--- config.mk ---
export PLATFORM = sky130hd
export DESIGN_NAME = opdec_top
export DESIGN_NICKNAME = d
export VERILOG_FILES = /design/src/rtl/opdec_pkg.sv /design/src/rtl/opdec_mode_class.sv /design/src/rtl/opdec_ea_calc.sv /design/src/rtl/opdec_seq.sv /design/src/rtl/opdec_top.sv
export SDC_FILE = /design/constraint.sdc
export NUM_CORES = 1
export LEC_CHECK = 0
export ABC_AREA = 1
export BUFFER_PORTS_ARGS = -buffer_cell sky130_fd_sc_hd__buf_2
export CAP_MARGIN = 20
export CORE_MARGIN = 8
export CORE_UTILIZATION = 35
export DETAILED_ROUTE_END_ITERATION = 10
export PLACE_DENSITY = 0.61
export REMOVE_ABC_BUFFERS = 1
export SLEW_MARGIN = 30
export SYNTH_ARGS = -nofsm -noshare
export SYNTH_HDL_FRONTEND = slang
export SYNTH_SLANG_ARGS = --single-unit
--- constraint.sdc ---
create_clock -name clk -period 6.5 [get_ports clk]
set_input_delay 0.325 -clock clk [delete_from_list [all_inputs] [get_ports clk]]
set_output_delay 0.325 -clock clk [all_outputs]
set_load 0.005 [all_outputs]
--- src/rtl/opdec_pkg.sv ---
package opdec_pkg;
  // Instruction field positions (16-bit two-operand format)
  localparam int OPC_LSB = 12;
  localparam int SRC_LSB = 8;
  localparam int AD_BIT  = 7;
  localparam int BW_BIT  = 6;
  localparam int AS_LSB  = 4;
  localparam int DST_LSB = 0;

  // Register numbers with special meaning
  localparam int PC_NUM = 0;
  localparam int SR_NUM = 2;

  typedef enum logic [2:0] {
    SK_REG   = 3'd0,
    SK_IDX   = 3'd1,
    SK_SYM   = 3'd2,
    SK_ABS   = 3'd3,
    SK_IND   = 3'd4,
    SK_AINC  = 3'd5,
    SK_IMM   = 3'd6,
    SK_CONST = 3'd7
  } src_kind_e;

  typedef enum logic [1:0] {
    DK_REG = 2'd0,
    DK_IDX = 2'd1,
    DK_SYM = 2'd2,
    DK_ABS = 2'd3
  } dst_kind_e;

  typedef enum logic [1:0] {
    ST_IDLE = 2'd0,
    ST_SRC  = 2'd1,
    ST_DST  = 2'd2,
    ST_EVAL = 2'd3
  } seq_state_e;
endpackage

--- src/rtl/opdec_mode_class.sv ---
module opdec_mode_class
  import opdec_pkg::*;
#(
  parameter int RW     = 4,
  parameter bit IS_DST = 1'b0,
  localparam int KW    = IS_DST ? 2 : 3
) (
  input  logic [1:0]    mode,
  input  logic [RW-1:0] rsel,
  output logic [KW-1:0] kind,
  output logic          need
);
  localparam logic [RW-1:0] PC_SEL = RW'(PC_NUM);
  localparam logic [RW-1:0] SR_SEL = RW'(SR_NUM);

  generate
    if (IS_DST) begin : g_dst
      always_comb begin
        if (mode == 2'b00) begin
          kind = KW'(DK_REG);
          need = 1'b0;
        end else begin
          need = 1'b1;
          if (rsel == PC_SEL)      kind = KW'(DK_SYM);
          else if (rsel == SR_SEL) kind = KW'(DK_ABS);
          else                     kind = KW'(DK_IDX);
        end
      end
    end else begin : g_src
      always_comb begin
        if (rsel == PC_SEL && mode == 2'b01) begin
          kind = KW'(SK_SYM);
          need = 1'b1;
        end else if (rsel == PC_SEL && mode == 2'b11) begin
          kind = KW'(SK_IMM);
          need = 1'b1;
        end else if (rsel == SR_SEL && mode == 2'b01) begin
          kind = KW'(SK_ABS);
          need = 1'b1;
        end else if (rsel == SR_SEL && mode == 2'b10) begin
          kind = KW'(SK_CONST);
          need = 1'b0;
        end else begin
          unique case (mode)
            2'b00:   begin kind = KW'(SK_REG);  need = 1'b0; end
            2'b01:   begin kind = KW'(SK_IDX);  need = 1'b1; end
            2'b10:   begin kind = KW'(SK_IND);  need = 1'b0; end
            default: begin kind = KW'(SK_AINC); need = 1'b0; end
          endcase
        end
      end
    end
  endgenerate
endmodule

--- src/rtl/opdec_ea_calc.sv ---
module opdec_ea_calc
  import opdec_pkg::*;
#(
  parameter int DW     = 16,
  parameter int CG_VAL = 4
) (
  input  logic [2:0]    code,
  input  logic [DW-1:0] rval,
  input  logic [DW-1:0] xword,
  input  logic [DW-1:0] xpc,
  output logic [DW-1:0] ea
);
  localparam logic [DW-1:0] CONST_V = DW'(CG_VAL);

  always_comb begin
    unique case (src_kind_e'(code))
      SK_REG:   ea = '0;
      SK_IDX:   ea = rval + xword;
      SK_SYM:   ea = xpc + xword;
      SK_ABS:   ea = xword;
      SK_IND:   ea = rval;
      SK_AINC:  ea = rval;
      SK_IMM:   ea = xword;
      default:  ea = CONST_V;
    endcase
  end
endmodule

--- src/rtl/opdec_seq.sv ---
module opdec_seq
  import opdec_pkg::*;
(
  input  logic       clk,
  input  logic       rst,
  input  logic       ins_valid,
  input  logic       need_s,
  input  logic       need_d,
  input  logic       ext_valid,
  output logic       ins_ready,
  output logic       ext_ready,
  output logic       accept,
  output logic       fire_src,
  output logic       fire_dst,
  output logic       eval
);
  seq_state_e state_q;
  logic       need_d_q;

  assign ins_ready = (state_q == ST_IDLE);
  assign ext_ready = (state_q == ST_SRC) || (state_q == ST_DST);
  assign accept    = ins_valid && ins_ready;
  assign fire_src  = (state_q == ST_SRC) && ext_valid;
  assign fire_dst  = (state_q == ST_DST) && ext_valid;
  assign eval      = (state_q == ST_EVAL);

  always_ff @(posedge clk) begin
    if (rst) begin
      state_q  <= ST_IDLE;
      need_d_q <= 1'b0;
    end else begin
      unique case (state_q)
        ST_IDLE: if (accept) begin
          need_d_q <= need_d;
          if (need_s)      state_q <= ST_SRC;
          else if (need_d) state_q <= ST_DST;
          else             state_q <= ST_EVAL;
        end
        ST_SRC: if (ext_valid) state_q <= need_d_q ? ST_DST : ST_EVAL;
        ST_DST: if (ext_valid) state_q <= ST_EVAL;
        default: state_q <= ST_IDLE;
      endcase
    end
  end

  // evaluation lasts exactly one cycle before returning to idle
  assert_eval_once_R10: assert property (@(posedge clk) disable iff (rst)
    eval |=> ins_ready);

  // after a source word, the next awaited word belongs to the destination
  assert_dst_after_src_R8: assert property (@(posedge clk) disable iff (rst)
    (fire_src && need_d_q) |=> (state_q == ST_DST));
endmodule

--- src/rtl/opdec_top.sv ---
module opdec_top
  import opdec_pkg::*;
#(
  parameter int DW     = 16,
  parameter int RW     = 4,
  parameter int STEP   = 2,
  parameter int CG_VAL = 4
) (
  input  logic          clk,
  input  logic          rst,
  input  logic          ins_valid,
  output logic          ins_ready,
  input  logic [15:0]   ins_word,
  input  logic [DW-1:0] ins_pc,
  input  logic [DW-1:0] ins_src_val,
  input  logic [DW-1:0] ins_dst_val,
  input  logic          ext_valid,
  output logic          ext_ready,
  input  logic [DW-1:0] ext_word,
  output logic          done,
  output logic [3:0]    opcode,
  output logic          byte_op,
  output logic [RW-1:0] src_reg,
  output logic [RW-1:0] dst_reg,
  output logic [2:0]    src_kind,
  output logic [1:0]    dst_kind,
  output logic [DW-1:0] src_ea,
  output logic [DW-1:0] dst_ea,
  output logic [1:0]    ins_len,
  output logic          inc_req,
  output logic [1:0]    inc_amt
);
  localparam logic [DW-1:0] STEP1 = DW'(STEP);
  localparam logic [DW-1:0] STEP2 = DW'(2 * STEP);

  logic       accept, fire_src, fire_dst, eval;
  logic       need_s_in, need_d_in;
  logic [2:0] sk_in;
  logic [1:0] dk_in;

  // Classification of the incoming word, latched on acceptance
  opdec_mode_class #(.RW(RW), .IS_DST(1'b0)) u_src_cls (
    .mode (ins_word[AS_LSB +: 2]),
    .rsel (ins_word[SRC_LSB +: RW]),
    .kind (sk_in),
    .need (need_s_in)
  );

  opdec_mode_class #(.RW(RW), .IS_DST(1'b1)) u_dst_cls (
    .mode ({1'b0, ins_word[AD_BIT]}),
    .rsel (ins_word[DST_LSB +: RW]),
    .kind (dk_in),
    .need (need_d_in)
  );

  opdec_seq u_seq (
    .clk       (clk),
    .rst       (rst),
    .ins_valid (ins_valid),
    .need_s    (need_s_in),
    .need_d    (need_d_in),
    .ext_valid (ext_valid),
    .ins_ready (ins_ready),
    .ext_ready (ext_ready),
    .accept    (accept),
    .fire_src  (fire_src),
    .fire_dst  (fire_dst),
    .eval      (eval)
  );

  // Captured instruction context
  logic [3:0]    opc_q;
  logic          bw_q;
  logic [RW-1:0] rs_q, rd_q;
  logic [DW-1:0] pc_q, sv_q, dv_q, xs_q, xd_q;
  logic [2:0]    sk_q;
  logic [1:0]    dk_q;
  logic          ns_q, nd_q;

  always_ff @(posedge clk) begin
    if (rst) begin
      opc_q <= '0; bw_q <= 1'b0; rs_q <= '0; rd_q <= '0;
      pc_q  <= '0; sv_q <= '0;   dv_q <= '0;
      sk_q  <= '0; dk_q <= '0;   ns_q <= 1'b0; nd_q <= 1'b0;
      xs_q  <= '0; xd_q <= '0;
    end else begin
      if (accept) begin
        opc_q <= ins_word[OPC_LSB +: 4];
        bw_q  <= ins_word[BW_BIT];
        rs_q  <= ins_word[SRC_LSB +: RW];
        rd_q  <= ins_word[DST_LSB +: RW];
        pc_q  <= ins_pc;
        sv_q  <= ins_src_val;
        dv_q  <= ins_dst_val;
        sk_q  <= sk_in;
        dk_q  <= dk_in;
        ns_q  <= need_s_in;
        nd_q  <= need_d_in;
        xs_q  <= '0;
        xd_q  <= '0;
      end
      if (fire_src) xs_q <= ext_word;
      if (fire_dst) xd_q <= ext_word;
    end
  end

  // Address arithmetic, one instance per operand
  logic [DW-1:0] src_xpc, dst_xpc, src_ea_c, dst_ea_c;
  assign src_xpc = pc_q + STEP1;
  assign dst_xpc = pc_q + (ns_q ? STEP2 : STEP1);

  opdec_ea_calc #(.DW(DW), .CG_VAL(CG_VAL)) u_src_ea (
    .code  (sk_q),
    .rval  (sv_q),
    .xword (xs_q),
    .xpc   (src_xpc),
    .ea    (src_ea_c)
  );

  opdec_ea_calc #(.DW(DW), .CG_VAL(CG_VAL)) u_dst_ea (
    .code  ({1'b0, dk_q}),
    .rval  (dv_q),
    .xword (xd_q),
    .xpc   (dst_xpc),
    .ea    (dst_ea_c)
  );

  // Registered result
  always_ff @(posedge clk) begin
    if (rst) begin
      done <= 1'b0; opcode <= '0; byte_op <= 1'b0; src_reg <= '0; dst_reg <= '0;
      src_kind <= '0; dst_kind <= '0; src_ea <= '0; dst_ea <= '0;
      ins_len <= '0; inc_req <= 1'b0; inc_amt <= '0;
    end else begin
      done <= eval;
      if (eval) begin
        opcode   <= opc_q;
        byte_op  <= bw_q;
        src_reg  <= rs_q;
        dst_reg  <= rd_q;
        src_kind <= sk_q;
        dst_kind <= dk_q;
        src_ea   <= src_ea_c;
        dst_ea   <= dst_ea_c;
        ins_len  <= 2'd1 + {1'b0, ns_q} + {1'b0, nd_q};
        inc_req  <= (sk_q == SK_AINC);
        inc_amt  <= (sk_q == SK_AINC) ? (bw_q ? 2'd1 : 2'd2) : 2'd0;
      end
    end
  end

  // the two ready outputs are never high together
  assert_ready_excl_R10: assert property (@(posedge clk) disable iff (rst)
    !(ins_ready && ext_ready));

  // done is a single-cycle pulse
  assert_done_pulse_R10: assert property (@(posedge clk) disable iff (rst)
    done |=> !done);

  // a stalled extension stream keeps the decoder waiting
  assert_ext_hold_R10: assert property (@(posedge clk) disable iff (rst)
    (ext_ready && !ext_valid) |=> ext_ready);

  // constant source with register destination is a one-word instruction
  assert_const_noext_R6: assert property (@(posedge clk) disable iff (rst)
    (done && src_kind == SK_CONST && dst_kind == DK_REG) |-> (ins_len == 2'd1));

  // an immediate source always costs an extension word
  assert_imm_len_R5: assert property (@(posedge clk) disable iff (rst)
    (done && src_kind == SK_IMM) |-> (ins_len >= 2'd2));

  // a reported length is never zero
  assert_len_nonzero_R9: assert property (@(posedge clk) disable iff (rst)
    done |-> (ins_len != 2'd0));

  // increment requests only come with autoincrement sources
  assert_inc_kind_R11: assert property (@(posedge clk) disable iff (rst)
    (done && inc_req) |-> (src_kind == SK_AINC && inc_amt != 2'd0));
endmodule

==> run summary, run 1 <==
status -> finished, final reports clean
Longest Clk Path Bufs -> 2
commonest non-fill, non-tap cell in the layout -> nand2_1
Vias/cell -> 4.80
gpl congestion -> 0.872
Critical Path Start -> xd_q[1]
worst rel slew slack -> 36.0%
worst r2r src -> xd_q[1]
hold crit path type -> in2reg
DRC Markers -> 0
Worst Setup Path Type -> reg2reg
clock sink total -> 158
First-pass DRT Iterations -> 5
area delta synth->final -> 15.7%
Tcrit/Tclk final -> 42.2%
setup violators final -> 0
Crit Reg-Reg Endpoint -> dst_ea[15]
busiest grt layer -> met2
TritonCTS clock tree -> built
worst-path fanout max -> 5
antenna-violating nets left -> 0
EDFF count, synth -> 0
Internal Power -> 2.17 mW
routed length per instance -> 14.9 microns
CTS Buf Count -> 17
DP Cell Count -> 2,015
Post-CTS Hold Fix Bufs -> 0
Mapped Cells -> 1,540
final core utilization -> 41.0%
share of cells above drive strength 1 -> 12.6%
GR Layer Usage met1 -> 22.5%
Mapped Area -> 10,100 sq um
R2R setup slack -> 3.76 ns
port bufs -> 141
top-area cell type share of the netlist area -> 31.2%
setup repair bufs after CTS -> 0
switching share of power -> 38.9%
CP Data Required Time -> 6.84 ns
critical path endpoint -> dst_ea[15]
Worst-path clk slew -> 0.07 ns
hold depth -> 3
Min Hold Slack -> 0.129 ns
Avg Inst Size Synth -> 6.58 sq um
final WL -> 30.4 mm
Fin. Hold Viols -> 0
row cnt -> 62
top cells by area, synth -> dfxtp_1 31%, nand2_1 12%, ha_1 11%
via count -> 9,816
RSZ-0062 raised after global routing -> no
initial antenna violation count -> 1
Fill cells -> 3,088
setup_tns -> 0 ns
core area -> 28,600 sq um
Finished Cell Area -> 11,700 sq um
Pins Over Slew Limit -> 0
hpwl dp -> 23.1 mm
Yosys reg bits -> 158
post-synthesis cell type count -> 45
register share of total power -> 36.7%
M2 GR Usage -> 29.5%
Post-CTS Resized -> 0
maximum clock rate -> 364 MHz
Post-Place Worst Slack -> 3.78 ns
first-pass GRT wire length -> 48.5 mm
H-tree levels -> 4
Synth async-reset ratio -> 0%
area leader, netlist -> dfxtp_1
routing usage on met3 -> 2.72%
fin cells -> 2,047
Pwr Total -> 3.55 mW
static leakage -> 5.87 nW
Pwr Density -> 302 nW/um^2
Starting Density -> 35.4%
DIE WIDTH -> 186 microns
All-Layer GR Usage -> 17.5%
Clock Tree Root -> clkbuf_16
switching pwr -> 1.38 mW
final setup margin -> 3.76 ns
Die Height -> 186 microns
maxcap violations -> 0
arrival time at the worst endpoint -> 3.08 ns
dominant synthesized flop cell -> dfxtp_1
Worst-Margin Slew -> 0.956 ns
Worst Setup End Kind -> flop
Setup Skew -> 0.0168 ns
GRT Residual Overflow -> 0
Die ar. -> 34,700 sq um
Iter 0 DRT Violations -> 601
total I/O pin count -> 142
Max VDD drop -> 180 uV
vias in the first global route -> 9,557
commonest non-fill, non-tap cells in the layout -> 311 x nand2_1, 242 x nor2_1, 219 x inv_1
Clk pwr share -> 29.6%
sequential fraction of the synthesis area -> 31.2%
pin count of the biggest net entering global routing -> 74
nets -> 1,831
Final min period -> 2.74 ns
Worst Setup Start Kind -> flop
worst skew pair latency -> 0.44 ns
combinational power share -> 33.7%
yosys warns -> 0
DP Area -> 11,100 sq um
r2r worst-path depth -> 16
[worst min-delay path by stage]
| stage | endpoint | start | slack, ns |
|---|---|---|---|
| after floorplan | src_ea[11] | rst | 0.39 |
| after global placement | inc_req | inc_req | 0.45 |
| after detailed placement | inc_amt[0] | inc_amt[0] | 0.45 |
| after CTS | dv_q[11] | ins_dst_val[11] | 0.12 |
| after global routing | dv_q[5] | ins_dst_val[5] | 0.13 |
| final | pc_q[6] | ins_pc[6] | 0.13 |
[cells by family after synthesis]
| group | after synthesis | synth area share (%) |
|---|---|---|
| DFF | 158 | 31.2 |
| AOI/OAI and AO/OA | 297 | 16.3 |
| adders and majority gates | 97 | 12.4 |
| xor gates and xnor gates | 7 | 0.605 |
| buffers and inverters | 279 | 10.7 |
| and+or+nand+nor | 702 | 28.8 |
[power by group through the flow]
stage               Combinational [mW]  Sequential [mW]  Clock (mW)
floorplan                        0.843             1.28           0
global placement                  1.18             1.32           0
detailed placement                1.19             1.32           0
CTS                               1.21             1.30        1.07
global route                      1.38             1.33        1.12
finish                            1.19             1.30        1.05
[cell type report]
cell class / count / area (sq um) / share of cell area [%]
flip-flops and latches: 158 / 3160 / 27.0
clock inverters: 14 / 171 / 1.46
repair buffers: 147 / 751 / 6.40
multi-input cells: 1103 / 5890 / 50.3
inverters: 223 / 840 / 7.16
clock buffers: 17 / 425 / 3.63
diodes: 1 / 2.50 / 0.0213
well taps: 384 / 480 / 4.10
[critical path: stages (launching register included)]
cell,delay (ns)
dfxtp_1,0.41
inv_1,0.09
fa_1,0.44
inv_1,0.08
ha_1,0.18
inv_1,0.07
fa_1,0.47
o21ai_2,0.23
nand2_1,0.08
nand2_1,0.15
nand3_1,0.12
nand2_1,0.07
nand2_1,0.05
nand3_1,0.06
nand3b_1,0.08
nand2_1,0.06
inv_1,0.03
[synth_stat cells, types with 2 or more instances]
library cell,number
a211oi_1,3
a21boi_2,3
a21o_1,2
a21oi_1,91
a21oi_2,4
a31oi_1,4
a32oi_1,2
a41oi_1,2
buf_1,2
buf_2,10
buf_4,2
buf_6,2
clkbuf_1,40
dfxtp_1,158
fa_1,6
ha_1,91
inv_1,219
inv_2,2
nand2_1,312
nand3_1,100
nand3b_1,15
nand4_1,10
nor2_1,242
nor2_4,2
nor3_1,7
o2111ai_1,5
o211ai_1,3
o21ai_0,130
o21ai_1,7
o21ai_2,3
o21bai_1,3
o22ai_1,31
or2_2,10
xnor2_1,2
xor2_1,5
[layer usage]
layer | routed length (microns) | share of wire (%)
met4 | 651 | 2.1
met3 | 901 | 3.0
met5 | 0 | 0
met1 | 14500 | 48
met2 | 14300 | 47
Note: power is estimated with default switching activity, not from simulation.
==> inputs of run 2 (changes only) <==
- clock period: 6.5 -> 2.56 ns (I/O delays scaled with it)
==> run 2 against run 1 <==
Clock skew shrank 0.0066 ns. Largest cell class unchanged. Critical endpoint is now dst_ea[13]. Non-clock buffer count grew 81. Sequential power grew to 2.5 times the previous value. Count of clock-buffer cells in the layout grew 1. Largest power group unchanged. Utilization grew 2.7 points.
==> run summary, run 2 (same netlist as run 1, synthesis figures left out) <==
status -> finished, final reports clean
hold depth -> 3 (unchanged)
Pins Over Slew Limit -> 0 (unchanged)
GRT Residual Overflow -> 0 (unchanged)
Starting Density -> 35.4% (unchanged)
worst skew pair latency -> 0.43 ns (about the same)
setup repair bufs after CTS -> 0 (unchanged)
row cnt -> 62 (unchanged)
worst rel slew slack -> 43.6% (+7.5 points)
First-pass DRT Iterations -> 5 (unchanged)
Crit Reg-Reg Endpoint -> dst_ea[13]
Worst-Margin Slew -> 0.846 ns (-0.110 ns)
Worst Setup End Kind -> flop
Post-Place Worst Slack -> -0.0129 ns (-3.79 ns)
Hold EP -> xs_q[0]
Final min period -> 2.45 ns (-0.290 ns)
All-Layer GR Usage -> 18.1% (+0.62 points)
Vias/cell -> 4.81 (+0.37%)
maximum clock rate -> 407 MHz (+12%)
pin count of the biggest net entering global routing -> 68 (-8.1%)
min-delay src -> ext_valid
static leakage -> 6.23 nW (+6.0%)
first-pass GRT wire length -> 50.0 mm (+3.0%)
Worst Setup Start Kind -> flop
DP Area -> 11,300 sq um (+1.5%)
RSZ-0062 raised after global routing -> yes
TritonCTS clock tree -> built
gpl congestion -> 0.886 (+1.6%)
initial antenna violation count -> 1 (unchanged)
worst r2r src -> xd_q[1]
H-tree levels -> 4 (unchanged)
clock sink total -> 158 (unchanged)
Worst-path clk slew -> 0.07 ns (about the same)
port bufs -> 141 (unchanged)
share of cells above drive strength 1 -> 13.8% (+1.2 points)
Tcrit/Tclk final -> 95.9% (+54 points)
DP Cell Count -> 2,036 (+1.0%)
final setup margin -> 0.106 ns (-3.65 ns)
Die ar. -> 34,700 sq um (unchanged)
Pwr Density -> 725 nW/um^2 (+140%)
DIE WIDTH -> 186 microns (unchanged)
hold crit path type -> in2reg
commonest non-fill, non-tap cell in the layout -> nand2_1
worst-path fanout max -> 2 (-3)
Die Height -> 186 microns (unchanged)
Clock Tree Root -> clkbuf_16
antenna-violating nets left -> 0 (unchanged)
fin cells -> 2,129 (+4.0%)
CP Data Required Time -> 2.89 ns (-3.95 ns)
setup_tns -> 0 ns (unchanged)
vias in the first global route -> 9,891 (+3.5%)
CTS Buf Count -> 17 (unchanged)
commonest non-fill, non-tap cells in the layout -> 310 x nand2_1, 242 x nor2_1, 217 x inv_1
Longest Clk Path Bufs -> 2 (unchanged)
Iter 0 DRT Violations -> 492 (-18%)
maxcap violations -> 0 (unchanged)
Fin. Hold Viols -> 0 (unchanged)
core area -> 28,600 sq um (unchanged)
area delta synth->final -> 23.3%
Max VDD drop -> 320 uV (+78%)
routed length per instance -> 14.8 microns (-0.38%)
Finished Cell Area -> 12,500 sq um (+6.6%)
total I/O pin count -> 142 (unchanged)
hpwl dp -> 24.1 mm (+4.6%)
nets -> 1,912 (+4.4%)
setup violators final -> 0 (unchanged)
Setup Skew -> 0.0102 ns (-0.00660 ns)
DRC Markers -> 0 (unchanged)
R2R setup slack -> 0.11 ns (-3.65 ns)
via count -> 10.2k (+4.4%)
Worst Setup Path Type -> reg2reg
final WL -> 31.5 mm (+3.6%)
arrival time at the worst endpoint -> 2.78 ns (-0.30 ns)
r2r worst-path depth -> 15 (-1)
run 2: stage by stage:
stage | hold slack, ns | utilization (%) | total power, mW
floorplan | 0.190 | - | 5.38
global placement | 0.376 | 39.5 | 6.44
detailed placement | 0.384 | 39.5 | 6.50
CTS | 0.0122 | 43.6 | 9.14
global route | 0.0247 | 43.7 | 9.75
finish | 0.0291 | 43.7 | 9.06
run 2: routing by layer:
layer	vias to the layer above	global-route usage (%)	wire, microns
li1	5369	-	-
met4	0	4.86	557
met3	29	3.05	1260
met1	4662	22.9	14600
met5	-	0	0
met2	187	31.4	15100
run 2: repair_timing:
item / CTS / global route
hold endpoints to repair: 62 / 0
pin swaps: 0 / 4
setup endpoints to repair: 4 / 10
hold buffers: 60 / 0
resized for setup: 2 / 8
run 2: cell type report:
type	instances	area [sq um]
Multi-Input combinational cell	1103	5920
Inverter	223	840
Fill cell	2989	16100
Timing Repair Buffer	228	1520
Tap cell	384	480
Clock inverter	14	141
Clock buffer	18	429
Sequential cell	158	3160
Antenna cell	1	2.50
run 2: worst max-delay path: stages, from the launching register on:
cell	delay [ns]
dfxtp_2	0.33
inv_2	0.05
fa_1	0.49
inv_1	0.08
ha_2	0.18
inv_2	0.04
fa_2	0.35
o21ai_2	0.15
buf_4	0.14
nand4_1	0.11
nand3_1	0.13
nand2_1	0.08
nand3_2	0.07
nand3b_1	0.07
nand2_1	0.07
inv_1	0.04
run 2: worst max path at each step:
stage | from | cells past startpoint | to
after global placement | pc_q[1] | 16 | dst_ea[15]
after CTS | pc_q[1] | 15 | dst_ea[13]
after detailed placement | pc_q[1] | 16 | dst_ea[15]
after global routing | xd_q[1] | 15 | dst_ea[13]
after floorplan | u_seq.state_q[0] | 4 | dst_ea[3]
final | xd_q[1] | 15 | dst_ea[13]
run 2: power by group:
| group | switching [mW] | internal [mW] | total (mW) |
|---|---|---|---|
| combinational | 1.98 | 1.25 | 3.23 |
| sequential | 0.390 | 2.92 | 3.31 |
| clock | 1.22 | 1.30 | 2.52 |
| total | 3.59 | 5.47 | 9.06 |
==> inputs of run 3 (changes only) <==
- ABC_AREA: 1 -> 0
- PLACE_DENSITY: 0.61 -> 0.62
==> run 3 against run 2 <==
The run now ends with setup timing left. Synthesized cell count shrank 28%. Total power shrank 10%. Register-to-register slack lost 0.47 ns.
==> run summary, run 3 <==
combinational power share -> 32.6% (-3.1 points)
critical path endpoint -> src_ea[11]
arrival time at the worst endpoint -> 3.26 ns (+0.48 ns)
Starting Density -> 35.3% (-0.073 points)
Critical Path Start -> pc_q[1]
switching share of power -> 36.5% (-3.1 points)
sequential fraction of the synthesis area -> 34.6% (+3.4 points)
top-count cell post-synth -> nand2_1
most instantiated cells after synthesis -> 181 x nand2_1, 158 x dfxtp_1, 129 x a21oi_1
setup violators final -> 14 (+14)
area leader, netlist -> dfxtp_1
Yosys reg bits -> 158 (unchanged)
worst-path fanout max -> 3 (+1)
final setup margin -> -0.367 ns (-0.473 ns)
top-area cell type share of the netlist area -> 34.6% (+3.4 points)
register share of total power -> 36.6% (about the same)
top cells by area, synth -> dfxtp_1 35%, ha_1 12%, nand2_1 7.4%
status -> complete, but fails checks
first-pass GRT wire length -> 44.3 mm (-11%)
Longest Clk Path Bufs -> 2 (unchanged)
GRT Residual Overflow -> 0 (unchanged)
core area -> 25,800 sq um (-9.7%)
r2r worst-path depth -> 13 (-2)
final core utilization -> 48.0% (+4.4 points)
worst skew pair latency -> 0.44 ns (about the same)
initial antenna violation count -> 3 (+2)
Fill cells -> 2,556 (-14%)
nets -> 1,570 (-18%)
CTS Buf Count -> 17 (unchanged)
Worst-path clk slew -> 0.07 ns (about the same)
R2R setup slack -> -0.37 ns (-0.47 ns)
dominant synthesized flop cell -> dfxtp_1
vias in the first global route -> 8,769 (-11%)
routed length per instance -> 15.9 microns (+7.7%)
hpwl dp -> 20.9 mm (-13%)
EDFF count, synth -> 0 (unchanged)
Mapped Cells -> 1,115 (-28%)
DRC Markers -> 0 (unchanged)
Internal Power -> 5.15 mW (-5.8%)
share of cells above drive strength 1 -> 23.9% (+10 points)
TritonCTS clock tree -> built
Mapped Area -> 9130 sq um (-9.9%)
clock sink total -> 158 (unchanged)
hold crit path type -> in2reg
maximum clock rate -> 342 MHz (-16%)
Worst-Margin Slew -> 0.688 ns (-0.159 ns)
Final min period -> 2.93 ns (+0.473 ns)
Synth async-reset ratio -> 0% (unchanged)
Pins Over Slew Limit -> 0 (unchanged)
fin cells -> 1,740 (-18%)
CP Data Required Time -> 2.89 ns (about the same)
Worst Setup Path Type -> reg2reg
total I/O pin count -> 142 (unchanged)
port bufs -> 141 (unchanged)
DP Cell Count -> 1,617 (-21%)
All-Layer GR Usage -> 17.2% (-0.91 points)
static leakage -> 5.54 nW (-11%)
gpl congestion -> 0.871 (-1.8%)
Pwr Total -> 8.11 mW (-10%)
DIE WIDTH -> 178 microns (-4.7%)
Setup Skew -> 0.0112 ns (+0.000975 ns)
Vias/cell -> 5.21 (+8.3%)
post-synthesis cell type count -> 66 (+47%)
Tcrit/Tclk final -> 114% (+18 points)
Max VDD drop -> 477 uV (+49%)
Iter 0 DRT Violations -> 635 (+29%)
antenna-violating nets left -> 0 (unchanged)
H-tree levels -> 4 (unchanged)
RSZ-0062 raised after global routing -> yes
Worst Setup End Kind -> flop
yosys warns -> 0 (unchanged)
Worst Setup Start Kind -> flop
row cnt -> 59 (-4.8%)
violated checks -> setup timing
worst r2r src -> pc_q[1]
final WL -> 27.7 mm (-12%)
Pwr Density -> 653 nW/um^2 (-9.9%)
worst rel slew slack -> 54.0% (+10 points)
maxcap violations -> 0 (unchanged)
commonest non-fill, non-tap cells in the layout -> 179 x nand2_1, 154 x dfxtp_1, 140 x buf_2
Die ar. -> 31,500 sq um (-9.1%)
Die Height -> 178 microns (-4.7%)
First-pass DRT Iterations -> 5 (unchanged)
switching pwr -> 2.96 mW (-18%)
commonest non-fill, non-tap cell in the layout -> nand2_1
Clock Tree Root -> clkbuf_16
via count -> 9,072 (-11%)
Crit Reg-Reg Endpoint -> src_ea[11]
area delta synth->final -> 36.0%
pin count of the biggest net entering global routing -> 58 (-15%)
Avg Inst Size Synth -> 8.19 sq um (+24%)
Clk pwr share -> 30.8% (+3.0 points)
Fin. Hold Viols -> 0 (unchanged)
[run 3: changes by cell type after synthesis, sizes merged, moves of 13 or more]
cell    delta
nor2     -136
a22oi     +35
o21ai    -102
o22ai     -28
inv      -200
nand2    -132
mux2i     +20
xor2      +18
a211oi    +17
a21oi     +34
nand3b    -13
a21o      +17
nand3     -84
xnor2     +20
[run 3: worst max-delay path: stages, from the launching register on]
cell      delay (ns)
dfxtp_2         0.33
inv_2           0.05
ha_4            0.25
inv_2           0.03
ha_4            0.15
fa_2            0.35
a211oi_2        0.20
nor2_1          0.09
or2_1           0.26
a211o_1         0.35
xor2_1          0.16
a222oi_1        0.29
o21ai_1         0.10
a22o_1          0.20
[run 3: worst min-delay path by stage]
stage / slack [ns] / cells past startpoint / endpoint / start
5_1_grt: 0.01 / 3 / xs_q[6] / ext_word[6]
3_3_place_gp: 0.37 / 3 / opc_q[3] / ins_word[15]
4_1_cts: 0.009 / 3 / xs_q[6] / ext_word[6]
2_1_floorplan: 0.19 / 1 / done / rst
6_report: 0.01 / 3 / xs_q[6] / ext_word[6]
3_5_place_dp: 0.37 / 3 / opc_q[1] / ins_word[13]
[run 3: repair_timing]
item	CTS	global route
hold endpoints to repair	95	0
setup endpoints to repair	21	22
buffers inserted	6	4
pin swaps	37	35
hold buffers	78	0
gates resized for setup	49	25
[run 3: layout make-up]
type                       count  area [sq um]  share of cell area, %
multi-input combinational    874          5930                   47.7
sequential                   158          3170                   25.5
timing repair buffer         316          2240                   18.1
clock buffer                  17           425                   3.43
tap                          335           419                   3.38
clock inverter                15           140                   1.13
inverter                      22          82.6                  0.665
antenna                        3          7.51                 0.0605
[run 3: metrics by stage]
| step | setup TNS [ns] | setup WS, ns | area, sq um | hold WS [ns] |
|---|---|---|---|---|
| 2_1_floorplan | -11.37 | -0.546 | 8900 | 0.195 |
| 3_3_place_gp | -5.31 | -0.496 | 10700 | 0.370 |
| 3_5_place_dp | -5.67 | -0.529 | 10700 | 0.374 |
| 4_1_cts | -2.60 | -0.360 | 12300 | 0.00947 |
| 5_1_grt | -4.67 | -0.473 | 12400 | 0.0110 |
| 6_report | -2.76 | -0.367 | 12400 | 0.00972 |
[run 3: cells by family (layout without fill, tap and decap cells)]
family	Yosys count	count (layout)	synth area share, %
simple gates	382	382	18.1
flops	158	158	34.6
mux	23	23	2.56
xor+xnor	45	45	4.32
other cells	0	3	0
compound gates	327	327	23.2
fa+ha+maj	97	97	13.8
buf+inv	83	370	3.43
[run 3: routing by layer]
metal | wire length [microns] | vias up | global-route usage, %
li1 | - | 4565 | -
met1 | 12700 | 4230 | 22.4
met2 | 12800 | 244 | 28.0
met3 | 1830 | 31 | 4.19
met4 | 393 | 2 | 4.38
met5 | 8 | - | 0
[run 3: power by group through the flow]
stage,clock (mW),sequential [mW],combinational (mW)
finish,2.50,2.97,2.64
global route,2.65,3.01,2.97
CTS,2.56,2.96,2.60
detailed placement,0,3.02,2.44
global placement,0,3.01,2.40
floorplan,0,2.98,1.52
